==> src/rtl/lvds_align_pkg.sv <==
package lvds_align_pkg;

  localparam int WORD_BITS = 7;

  // Clock-lane window in arrival order (bit 0 = oldest sample).
  localparam logic [WORD_BITS-1:0] ALIGN_PATTERN = 7'b1100011;

  typedef enum logic [1:0] {
    ST_IDLE,
    ST_STABLE,
    ST_SEARCH,
    ST_LOCKED
  } trainState_t;

  typedef struct packed {
    logic slip;     // hold the bit counter for one sample
    logic capture;  // latch the current window as output words
  } ctrlStrobe_t;

endpackage

==> src/rtl/lvds_align_datapath.sv <==
module lvds_align_datapath
  import lvds_align_pkg::*;
#(
  parameter int NUM_CH     = 2,
  parameter int DATA_LANES = 4,
  localparam int NDATA     = NUM_CH * DATA_LANES
) (
  input  logic                          clk,
  input  logic                          rstN,
  input  logic [NUM_CH-1:0]             clkLaneIn,
  input  logic [NDATA-1:0]              dataLaneIn,
  input  ctrlStrobe_t                   strobe,
  input  logic                          testModeEn,
  output logic                          winStrobe,
  output logic [NUM_CH*WORD_BITS-1:0]   clkWin,
  output logic [NDATA*WORD_BITS-1:0]    wordOut,
  output logic                          wordValid,
  output logic                          testErr
);

  localparam int CNT_W = $clog2(WORD_BITS);
  localparam logic [CNT_W-1:0] LAST_BIT = CNT_W'(WORD_BITS - 1);

  logic [WORD_BITS-1:0] clkSh  [NUM_CH];
  logic [WORD_BITS-1:0] dataSh [NDATA];
  logic [CNT_W-1:0]     bitCnt;
  logic [NDATA*WORD_BITS-1:0] dataWin;
  logic [NDATA*WORD_BITS-1:0] prevWord;
  logic                       havePrev;
  logic                       mismatch;

  // Newest sample enters at the top; after 7 shifts the oldest sits in bit 0.
  always_ff @(posedge clk or negedge rstN) begin
    if (!rstN) begin
      for (int c = 0; c < NUM_CH; c++) clkSh[c] <= '0;
      for (int l = 0; l < NDATA; l++) dataSh[l] <= '0;
    end else begin
      for (int c = 0; c < NUM_CH; c++) clkSh[c] <= {clkLaneIn[c], clkSh[c][WORD_BITS-1:1]};
      for (int l = 0; l < NDATA; l++) dataSh[l] <= {dataLaneIn[l], dataSh[l][WORD_BITS-1:1]};
    end
  end

  for (genvar c = 0; c < NUM_CH; c++) begin : g_clkWin
    assign clkWin[c*WORD_BITS +: WORD_BITS] = clkSh[c];
  end
  for (genvar l = 0; l < NDATA; l++) begin : g_dataWin
    assign dataWin[l*WORD_BITS +: WORD_BITS] = dataSh[l];
  end

  // Window framing; a slip holds the counter so the boundary moves one sample.
  always_ff @(posedge clk or negedge rstN) begin
    if (!rstN) begin
      bitCnt    <= '0;
      winStrobe <= 1'b0;
    end else begin
      winStrobe <= (bitCnt == LAST_BIT) && !strobe.slip;
      if (!strobe.slip) bitCnt <= (bitCnt == LAST_BIT) ? '0 : bitCnt + 1'b1;
    end
  end

  always_ff @(posedge clk or negedge rstN) begin
    if (!rstN) begin
      wordOut   <= '0;
      wordValid <= 1'b0;
    end else begin
      wordValid <= strobe.capture;
      if (strobe.capture) wordOut <= dataWin;
    end
  end

  // Test mode: every lane must step by one per valid word.
  always_comb begin
    mismatch = 1'b0;
    for (int l = 0; l < NDATA; l++) begin
      if (wordOut[l*WORD_BITS +: WORD_BITS] != prevWord[l*WORD_BITS +: WORD_BITS] + 7'd1)
        mismatch = 1'b1;
    end
  end

  always_ff @(posedge clk or negedge rstN) begin
    if (!rstN) begin
      testErr  <= 1'b0;
      havePrev <= 1'b0;
      prevWord <= '0;
    end else if (!testModeEn) begin
      testErr  <= 1'b0;
      havePrev <= 1'b0;
    end else if (wordValid) begin
      if (havePrev && mismatch) testErr <= 1'b1;
      prevWord <= wordOut;
      havePrev <= 1'b1;
    end
  end

  assert_valid_gap_R7: assert property (@(posedge clk) disable iff (!rstN)
    wordValid |=> !wordValid);
  assert_err_clear_R9: assert property (@(posedge clk) disable iff (!rstN)
    !testModeEn |=> !testErr);
  assert_err_sticky_R8: assert property (@(posedge clk) disable iff (!rstN)
    (testErr && testModeEn) |=> testErr);

endmodule

==> src/rtl/lvds_align_ctrl.sv <==
module lvds_align_ctrl
  import lvds_align_pkg::*;
#(
  parameter int NUM_CH         = 2,
  parameter int STABLE_WINDOWS = 8,
  parameter int LOCK_WINDOWS   = 4
) (
  input  logic                        clk,
  input  logic                        rstN,
  input  logic                        pllLockIn,
  input  logic                        ddrSyncIn,
  input  logic                        winStrobe,
  input  logic [NUM_CH*WORD_BITS-1:0] clkWin,
  output ctrlStrobe_t                 strobe,
  output logic                        pllLock,
  output logic                        ddrReady,
  output logic                        bitLock,
  output logic                        wordLock,
  output logic                        trainDone
);

  localparam int STAB_W  = $clog2(STABLE_WINDOWS + 1);
  localparam int MATCH_W = $clog2(LOCK_WINDOWS + 1);

  trainState_t                 state;
  logic [STAB_W-1:0]           stableCnt;
  logic [MATCH_W-1:0]          matchCnt;
  logic [NUM_CH*WORD_BITS-1:0] prevWin;
  logic                        patOk;

  assign patOk          = (clkWin[WORD_BITS-1:0] == ALIGN_PATTERN);
  assign strobe.slip    = winStrobe && ddrReady && (state == ST_SEARCH) && !patOk;
  assign strobe.capture = winStrobe && (state == ST_LOCKED);

  assign bitLock  = (state == ST_SEARCH) || (state == ST_LOCKED);
  assign wordLock = (state == ST_LOCKED);

  always_ff @(posedge clk or negedge rstN) begin
    if (!rstN) begin
      pllLock   <= 1'b0;
      ddrReady  <= 1'b0;
      trainDone <= 1'b0;
    end else begin
      pllLock   <= pllLockIn;
      ddrReady  <= pllLock && ddrSyncIn;
      trainDone <= wordLock && ddrReady;
    end
  end

  always_ff @(posedge clk or negedge rstN) begin
    if (!rstN) begin
      state     <= ST_IDLE;
      stableCnt <= '0;
      matchCnt  <= '0;
      prevWin   <= '0;
    end else if (!ddrReady) begin
      state     <= ST_IDLE;
      stableCnt <= '0;
      matchCnt  <= '0;
      prevWin   <= '0;
    end else if (winStrobe) begin
      unique case (state)
        ST_IDLE: begin
          prevWin   <= clkWin;
          stableCnt <= '0;
          state     <= ST_STABLE;
        end
        ST_STABLE: begin
          prevWin <= clkWin;
          if (clkWin != prevWin) begin
            stableCnt <= '0;
          end else if (int'(stableCnt) == STABLE_WINDOWS - 1) begin
            stableCnt <= '0;
            state     <= ST_SEARCH;
          end else begin
            stableCnt <= stableCnt + 1'b1;
          end
        end
        ST_SEARCH: begin
          if (!patOk) begin
            matchCnt <= '0;
          end else if (int'(matchCnt) == LOCK_WINDOWS - 1) begin
            matchCnt <= '0;
            state    <= ST_LOCKED;
          end else begin
            matchCnt <= matchCnt + 1'b1;
          end
        end
        default: state <= ST_LOCKED;
      endcase
    end
  end

  assert_bit_after_ddr_R3: assert property (@(posedge clk) disable iff (!rstN)
    $rose(bitLock) |-> $past(ddrReady));
  assert_word_after_bit_R4: assert property (@(posedge clk) disable iff (!rstN)
    $rose(wordLock) |-> $past(bitLock));
  assert_no_slip_locked_R5: assert property (@(posedge clk) disable iff (!rstN)
    strobe.slip |-> !wordLock);
  assert_done_after_word_R6: assert property (@(posedge clk) disable iff (!rstN)
    $rose(trainDone) |-> $past(wordLock));
  assert_restart_R10: assert property (@(posedge clk) disable iff (!rstN)
    !pllLock |=> !ddrReady);

endmodule

==> src/rtl/lvds_word_aligner.sv <==
module lvds_word_aligner
  import lvds_align_pkg::*;
#(
  parameter int NUM_CH         = 2,
  parameter int DATA_LANES     = 4,
  parameter int STABLE_WINDOWS = 8,
  parameter int LOCK_WINDOWS   = 4
) (
  input  logic                                   clk,
  input  logic                                   rstN,
  input  logic                                   pllLockIn,
  input  logic                                   ddrSyncIn,
  input  logic                                   testModeEn,
  input  logic [NUM_CH-1:0]                      clkLaneIn,
  input  logic [NUM_CH*DATA_LANES-1:0]           dataLaneIn,
  output logic [NUM_CH*DATA_LANES*WORD_BITS-1:0] wordOut,
  output logic                                   wordValid,
  output logic                                   pllLock,
  output logic                                   ddrReady,
  output logic                                   bitLock,
  output logic                                   wordLock,
  output logic                                   trainDone,
  output logic                                   testErr
);

  ctrlStrobe_t                 strobe;
  logic                        winStrobe;
  logic [NUM_CH*WORD_BITS-1:0] clkWin;

  lvds_align_datapath #(
    .NUM_CH    (NUM_CH),
    .DATA_LANES(DATA_LANES)
  ) datapath_i (
    .clk       (clk),
    .rstN      (rstN),
    .clkLaneIn (clkLaneIn),
    .dataLaneIn(dataLaneIn),
    .strobe    (strobe),
    .testModeEn(testModeEn),
    .winStrobe (winStrobe),
    .clkWin    (clkWin),
    .wordOut   (wordOut),
    .wordValid (wordValid),
    .testErr   (testErr)
  );

  lvds_align_ctrl #(
    .NUM_CH        (NUM_CH),
    .STABLE_WINDOWS(STABLE_WINDOWS),
    .LOCK_WINDOWS  (LOCK_WINDOWS)
  ) ctrl_i (
    .clk      (clk),
    .rstN     (rstN),
    .pllLockIn(pllLockIn),
    .ddrSyncIn(ddrSyncIn),
    .winStrobe(winStrobe),
    .clkWin   (clkWin),
    .strobe   (strobe),
    .pllLock  (pllLock),
    .ddrReady (ddrReady),
    .bitLock  (bitLock),
    .wordLock (wordLock),
    .trainDone(trainDone)
  );

endmodule

==> config.mk <==
export PLATFORM = sky130hd
export DESIGN_NAME = lvds_word_aligner
export DESIGN_NICKNAME = d
export VERILOG_FILES = /design/src/rtl/lvds_align_pkg.sv /design/src/rtl/lvds_align_datapath.sv /design/src/rtl/lvds_align_ctrl.sv /design/src/rtl/lvds_word_aligner.sv
export SDC_FILE = /design/constraint.sdc
export NUM_CORES = 1
export LEC_CHECK = 0
export CORE_MARGIN = 3
export CORE_UTILIZATION = 55
export CTS_BUF_LIST = sky130_fd_sc_hd__clkbuf_4 sky130_fd_sc_hd__clkbuf_8 sky130_fd_sc_hd__clkbuf_16
export DETAILED_ROUTE_END_ITERATION = 10
export HOLD_SLACK_MARGIN = 0.1
export PLACE_DENSITY = 0.77
export SYNTH_ARGS = -nofsm -noshare
export SYNTH_HDL_FRONTEND = slang
export SYNTH_SLANG_ARGS = --single-unit
export TNS_END_PERCENT = 10
==> constraint.sdc <==
create_clock -name clk -period 5.8 [get_ports clk]
set_input_delay 1.45 -clock clk [delete_from_list [all_inputs] [get_ports clk]]
set_output_delay 1.45 -clock clk [all_outputs]
set_load 0.05 [all_outputs]
== Word level (Yosys, flattened, before mapping) ==
Index checks and enable logic that the tools add are counted.
Word-level totals
  output and inout port bits: 63
  bits in registers: 215
  word-level logic and storage cells: 114
Cells by class
  mux-type cells: 34
  equal/unequal tests: 26
  reductions and logical operators: 19
  add/subtract/negate cells: 11
Operator list (count)
  7-bit by 1-bit adder with 7-bit output (second input constant): 8
  7-bit != test: 8
  14-bit two-way mux: 3
  3-bit two-way mux: 6
  4-bit two-way mux: 4
  3-bit != test (second input constant): 5
  14-bit != test: 1
  1-bit two-way mux: 13
  2-bit two-way mux: 6
  2-bit AND reduction: 5
  1-bit logical AND: 8
  4-bit case mux with 2 select lines: 1
  7-bit equality test (second input constant): 1
  3-bit by 1-bit adder with 3-bit output (second input constant): 2
  3-bit equality test (second input constant): 2
  2-bit != test (second input constant): 3
  2-bit case mux with 3 select lines: 1
  5-bit AND reduction: 1
  4-bit by 1-bit adder with 4-bit output (second input constant): 1
  2-bit equality test (second input constant): 2
  4-bit equality test (second input constant): 1
  2-bit by 1-bit != test with 1-bit output (second input constant): 2
  2-bit by 1-bit equality test with 1-bit output (second input constant): 1
  1-bit zero test: 2
  other kinds (3): 3

== Longest topological paths before layout ==
Gate-level depths: netlist of run 1.
  word-level depth: 14
  depth in mapped cells: 7
  gate-level depth less buffers: 7

== Hierarchy ==
Synthesis of run 1 repeated with hierarchy kept, for this count alone.
Unflattened totals
  cells, all modules: 644
  area, all modules: 8802.2 um^2
Modules (own cells, without submodules)
  lvds_align_datapath: area each 7442.1 um^2, times used 1, cells an instance 501
  lvds_align_ctrl: area each 1360.1 um^2, times used 1, cells an instance 143

== Worst setup path before layout of run 1 ==
No wires, ideal clock.
  path type: input to register
  start point: in testModeEn
  end point: reg datapath_i.prevWord[27]
  cell stages on the path: 4
  data arrival time: 2579 ps
  setup time: 125 ps
  path slack: 3096 ps
  required time: 5675 ps
  path buffers: 2
  path through: nand2_1 clkbuf_1 clkbuf_1 mux2_2
Between the ends
  cells in the longest elaborated chain, start to end: 1
RTL lines
  from (decl): line lvds_word_aligner.sv:13  | input logic testModeEn,
  2-bit AND reduction (no source line)
  to (signal assigned): line lvds_align_datapath.sv:90  | prevWord <= wordOut;
  to (decl): line lvds_align_datapath.sv:28  | logic [NDATA*WORD_BITS-1:0] prevWord;
Every way passes these cells.
A chain may end at the register's enable or synchronous reset.

== Worst setup path after layout of run 1 ==
  start point: reg ctrl_i.ddrReady
  end point: out ddrReady
RTL lines
  from (decl): line lvds_align_ctrl.sv:16  | output logic ddrReady,
  from (signal assigned): line lvds_align_ctrl.sv:45  | ddrReady <= pllLock && ddrSyncIn;
  to (decl): line lvds_word_aligner.sv:19  | output logic ddrReady,
No word-level cell between the ends.

==> results.yml, run 1 <==
floorplanning:
  start_util_pct: 57.3
  fp.dieH_um: 133
  num_rows: 45
  design.core.area_um2: 15500
  die_x_um: 133
  num_io_pins: 78
  dieArea_um2: 17800
placed_design:
  io_buffers: 77
  dpl_cell_area_um2: 9920
  globalplace.congestion: 0.840
  dp_hpwl_um: 11800
synthesis:
  netlist-cell-type-count: 46
  synth_top_family_by_area: "multiplexers"
  synthFlopType: "dfrtp_1"
  synth_edf_count: 0
  yosys.area_share.adder_pct: 1.40
  synth.mux.area_fraction_pct: 14.4
  synthXorXnorAreaFrac_pct: 8.95
  syn_inst: 678
  synth_nets: 703
  synthesis.area_um2: 8910
  yosysSeqAreaShare_pct: 60.4
  yosys.area_share.simple_pct: 9.73
  synth-compound-area-share_pct: 4.03
  synth-seq-cells: 215
  async_flop_share_pct: 100
  syn_avg_cell_area_um2: 13.1
  yosys_warnings: 0
clock_tree:
  clock_sinks: 215
  cts_setup_buffers: 0
  htreeDepth: 1
  cts_made_buffers: 22
  ctsHoldBuffers: 0
  ctsRootBufferMaster: "clkbuf_16"
  cts_tree: "yes"
  cts-resized-gates: 0
  clk_pin_slew_ns: 0.06
  cts_buffer_depth: 3
  worst_skew_pair.late_latency_ns: 0.50
sta:
  fin_crit_ns: 3.70
  slew_viol_final: 0
  relSlewSlack_pct: 25.7
  fin_crit_sh_pct: 63.8
  fmax_mhz: 270
  setup_viol: 0
  finalClockSkew_ns: 0.0141
  finalSetupTns_ns: 0
  rsz0062_at_grt: "false"
  hold_viol_final: 0
  worst_slew_pin_slew_ns: 1.11
setup_path:
  cpPeakStageDelay_ns: 0.94
  cp.arrival_ns: 2.25
  path_delay_family: "buffers and inverters"
  crit_slowest_cell: "clkdlybuf4s50_1"
  end_kind: "output pin"
  startpoint_type: "flop"
  regToRegStartpoint: "datapath_i.prevWord[21]"
  worst-path-max-fanout: 26
  required_ns: 4.35
  critPathBufInv: 1
  startpoint: "ctrl_i.ddrReady"
  crit_type: "reg -> out"
  crit_chain: "clkdlybuf4s50_1"
finish:
  nFillCells: 1130
  seqCellArea_um2: 5380
  diodes: 0
  fin_nets: 791
  fin_area_um2: 10700
  drive_gt1_share_pct: 21.2
  multi_input_area_um2: 3440
  area_growth_pct: 20.2
route:
  drc: 0
  wl_per_cell_um: 17.7
  drtIter0Drc: 231
  first_pass_iters: 5
  routed_wl_um: 17600
  viasPerCell: 5.54
  vias: 5503
  ant_nets: 0
min_path:
  worstHoldStart: "datapath_i.dataSh[44]"
  holdCritPathClass: "reg -> reg"
job:
  max-cap-violations: 0
grt:
  grt_usage_pct: 20.2
  grt_max_degree: 129
  use_met3_pct: 3.59
  grt_pass1_wl_um: 29400
  grt_util_met1_pct: 27.4
  grt_antenna_before_repair: 0
  top_usage_layer: "met2"
  grt_pass1_vias: 5775
  met2_usage_pct: 34.2
  grt-ovfl-total: 0
power_and_ir_drop:
  p_leak_uw: 0.00512
  power_uw: 3180
  power_density_nw_per_um2: 297
  vdd_drop_max_uv: 213
run_status:
  status: "complete, no violations"
-- power by group --
part | switching, uW | internal (uW)
registers | 39.4 | 1550
logic | 64.3 | 42.4
clock network | 550 | 940
total | 654 | 2530
-- Yosys cell counts (all sizes together) (9+ instances only) --
master / n / area share, %
a21oi: 10 / 0.56
and3: 12 / 0.87
clkbuf: 18 / 0.76
dfrtp: 215 / 60
ha: 10 / 1.4
mux2: 114 / 14
nand2: 49 / 2.1
nand3: 39 / 2.2
nor2: 9 / 0.38
nor4: 9 / 0.63
o21ai: 18 / 1.0
xnor2: 54 / 5.3
xor2: 37 / 3.6
-- per-layer routing --
metal  part of all wire, %  vias to the layer above
li1                      -                     2574
met1                    45                     2785
met2                    49                      113
met3                   4.1                       31
met4                   2.1                        0
met5                     0                        -
-- sequential cells by signal, indices dropped and copies added (netlist names), 2 cells and up --
register	count
datapath_i.bitCnt	3
datapath_i.wordOut	56
ctrl_i.prevWin	14
datapath_i.dataSh	56
ctrl_i.matchCnt	3
datapath_i.prevWord	56
ctrl_i.state	2
datapath_i.clkWin	14
ctrl_i.stableCnt	4
-- cell type report --
class                           instances  share of cell area [%]
Multi-Input combinational cell        437                    32.1
Timing Repair Buffer                   82                    7.58
Inverter                                8                   0.280
Clock inverter                          8                    1.07
Sequential cell                       215                    50.2
Clock buffer                           32                    6.30
Tap cell                              211                    2.46
-- per-stage QoR --
step           setup WS [ns]  util, %  hold slack, ns  instances
6_report                2.10     68.9           0.367        993
2_1_floorplan           3.10        -           0.350        678
3_5_place_dp            2.43     63.9           0.357        953
5_1_grt                 1.99     68.9           0.385        993
4_1_cts                 2.10     68.9           0.370        993
3_3_place_gp            2.47     63.9           0.351        953
-- path summary, 6_finish.rpt --
check / endpoint / slack [ns] / cells after the start
max: ddrReady / 2.10 / 1
max in group asynchronous: datapath_i.dataSh[41] / 3.47 / 2
min in group asynchronous: datapath_i.wordOut[38] / 1.12 / 1
max reg2reg: datapath_i.testErr / 3.29 / 6
min: datapath_i.dataSh[43] / 0.37 / 0
min reg2reg: datapath_i.dataSh[43] / 0.37 / 0
-- cells by family after synthesis --
family / count (synthesis)
adder cells (fa/ha/maj): 10
flip-flops: 215
buffers and inverters: 26
multiplexers: 114
AO/OA/AOI/OAI: 57
AND/OR/NAND/NOR: 165
XOR/XNOR: 91
-- cell usage in the layout (no fill, tap or decap), drive strengths merged, types with 4 or more instances in the layout --
master         netlist  final
a21oi               10     10
o21ai               18     18
nand4                8      8
nor2b                4      4
a31oi                8      8
and2                 6      6
a21boi               4      4
xnor2               54     54
buf                  0      5
clkdlybuf4s50        0     76
inv                  8      8
or3                  4      4
nor3b                4      4
mux2               114    114
clkbuf              18     33
and3                12     12
nand3               39     39
dfrtp              215    215
nand2               49     49
clkinv               0      5
nor4                 9      9
nor3                 5      5
ha                  10     10
nor2                 9      9
xor2                37     37
Note: power is estimated with default switching activity, not from simulation.
==> inputs of run 2 (changes only) <==
- CORE_UTILIZATION: 55 -> 52
- PLACE_DENSITY: 0.77 -> 0.76
- clock period: 5.8 -> 3.2 ns (I/O delays scaled with it)
==> results.yml, run 2 (synthesized netlist as in run 1, its figures left out) <==
clock_tree:
  clock_sinks: 215
  ctsRootBufferMaster: "clkbuf_16"
  worst_skew_pair.late_latency_ns: 0.49
  cts_buffer_depth: 3
  cts_made_buffers: 23
  htreeDepth: 1
  ctsHoldBuffers: 0
  cts_setup_buffers: 0
  cts-resized-gates: 0
  cts_tree: "yes"
  clk_pin_slew_ns: 0.06
grt:
  grt_pass1_wl_um: 29900
  grt_antenna_before_repair: 0
  grt_max_degree: 74
  top_usage_layer: "met2"
  grt_usage_pct: 20.0
  grt-ovfl-total: 0
  grt_util_met1_pct: 27.4
  grt_pass1_vias: 5822
  use_met3_pct: 3.93
  met2_usage_pct: 32.7
power_and_ir_drop:
  power_density_nw_per_um2: 529
  switchingPower_uw: 1210
  vdd_drop_max_uv: 516
  pwr-share-comb_pct: 3.5
  p_leak_uw: 0.00514
  clkPwrFrac_pct: 46.2
  switching_share_pct: 21.2
  internal-power_uw: 4490
  power_frac_seq_pct: 50.3
finish:
  fin_nets: 795
  layout_common_cells: "215 x dfrtp_1, 114 x mux2_2, 76 x clkdlybuf4s50_1, 54 x xnor2_1, 47 x nand2_1"
  reg_top3: "datapath_i.dataSh: 56 flops, datapath_i.prevWord: 56 flops, datapath_i.wordOut: 56 flops"
  drive_gt1_share_pct: 21.5
  nFillCells: 1258
  finalNonFillerCells: 1005
  diodes: 0
  layout_commonest_cell: "dfrtp_1"
  area_growth_pct: 21.0
min_path:
  holdCritPathClass: "in -> async"
route:
  first_pass_iters: 5
  drtIter0Drc: 323
  drc: 0
  ant_nets: 0
  vias: 5559
  viasPerCell: 5.53
  routed_wl_um: 18100
  wl_per_cell_um: 18.0
placed_design:
  io_buffers: 77
  dp_hpwl_um: 12200
  dpl.cell_count: 965
  globalplace.congestion: 0.868
floorplanning:
  start_util_pct: 53.3
  num_io_pins: 78
  die_x_um: 137
  fp.dieH_um: 137
  design.core.area_um2: 16700
  num_rows: 47
  dieArea_um2: 18700
sta:
  setup_viol: 0
  slew_viol_final: 0
  finalClockSkew_ns: 0.00868
  fin_crit_sh_pct: 87.0
  worst_slew_pin_slew_ns: 1.15
  fmax_mhz: 359
  hold_viol_final: 0
  finalSetupTns_ns: 0
  rsz0062_at_grt: "false"
  fin_crit_ns: 2.79
  relSlewSlack_pct: 23.1
setup_path:
  worst-path-max-fanout: 9
  end_kind: "output pin"
  crit_chain: "and2_1, clkdlybuf4s50_1"
  crit_type: "reg -> out"
  startpoint_type: "flop"
  path_delay_family: "buffers and inverters"
  cp.arrival_ns: 1.99
  crit_slowest_cell: "clkdlybuf4s50_1"
  cpPeakStageDelay_ns: 0.81
  required_ns: 2.40
  critPathBufInv: 1
run_status:
  status: "complete, no violations"
job:
  max-cap-violations: 0
run 2: metrics by stage:
step / instance area (um^2) / hold WS (ns) / utilization (%) / power [uW] / setup slack [ns]
finish: 10800 / 0.307 / 64.5 / 5700 / 0.415
global route: 10800 / 0.341 / 64.5 / 5930 / 0.327
CTS: 10800 / 0.321 / 64.5 / 5770 / 0.405
detailed placement: 10000 / 0.358 / 59.9 / 3120 / 0.714
global placement: 10000 / 0.352 / 59.9 / 3100 / 0.773
floorplan: 8910 / 0.350 / - / 3000 / 0.765
run 2: power groups by stage:
| stage | clock network (uW) | logic (uW) | registers (uW) |
|---|---|---|---|
| after floorplan | 0 | 101 | 2900 |
| after global placement | 0 | 195 | 2910 |
| after detailed placement | 0 | 207 | 2920 |
| after CTS | 2700 | 208 | 2870 |
| after global routing | 2820 | 229 | 2880 |
| final | 2640 | 201 | 2870 |
run 2: cell type report:
type	count	area (um^2)	share of cell area [%]
sequential	215	5380	49.9
tap	220	275	2.55
timing repair buffer	85	885	8.21
multi-input combinational	437	3440	31.9
clock buffer	34	708	6.57
clock inverter	6	63.8	0.592
inverter	8	30.0	0.279
run 2: layer usage:
layer  up-vias  share of wire [%]  wire length, um
met5         -                  0                0
met4         0                2.1              386
met3        36                5.8             1060
met2       138                 48             8750
met1      2812                 44             7900
li1       2573                  -                -
run 2: worst paths after layout:
check | cells past startpoint | slack (ns) | startpoint | endpoint
worst max-delay path | 2 | 0.41 | ctrl_i.state[0] | wordLock
worst min-delay path | 1 | 0.31 | rstN | datapath_i.dataSh[7]
worst max register to register | 6 | 0.70 | datapath_i.prevWord[21] | datapath_i.testErr
worst min register to register | 0 | 0.37 | datapath_i.dataSh[37] | datapath_i.dataSh[36]
max in group asynchronous | 2 | 2.11 | rstN | datapath_i.prevWord[0]
min in group clk | 0 | 0.37 | datapath_i.dataSh[37] | datapath_i.dataSh[36]
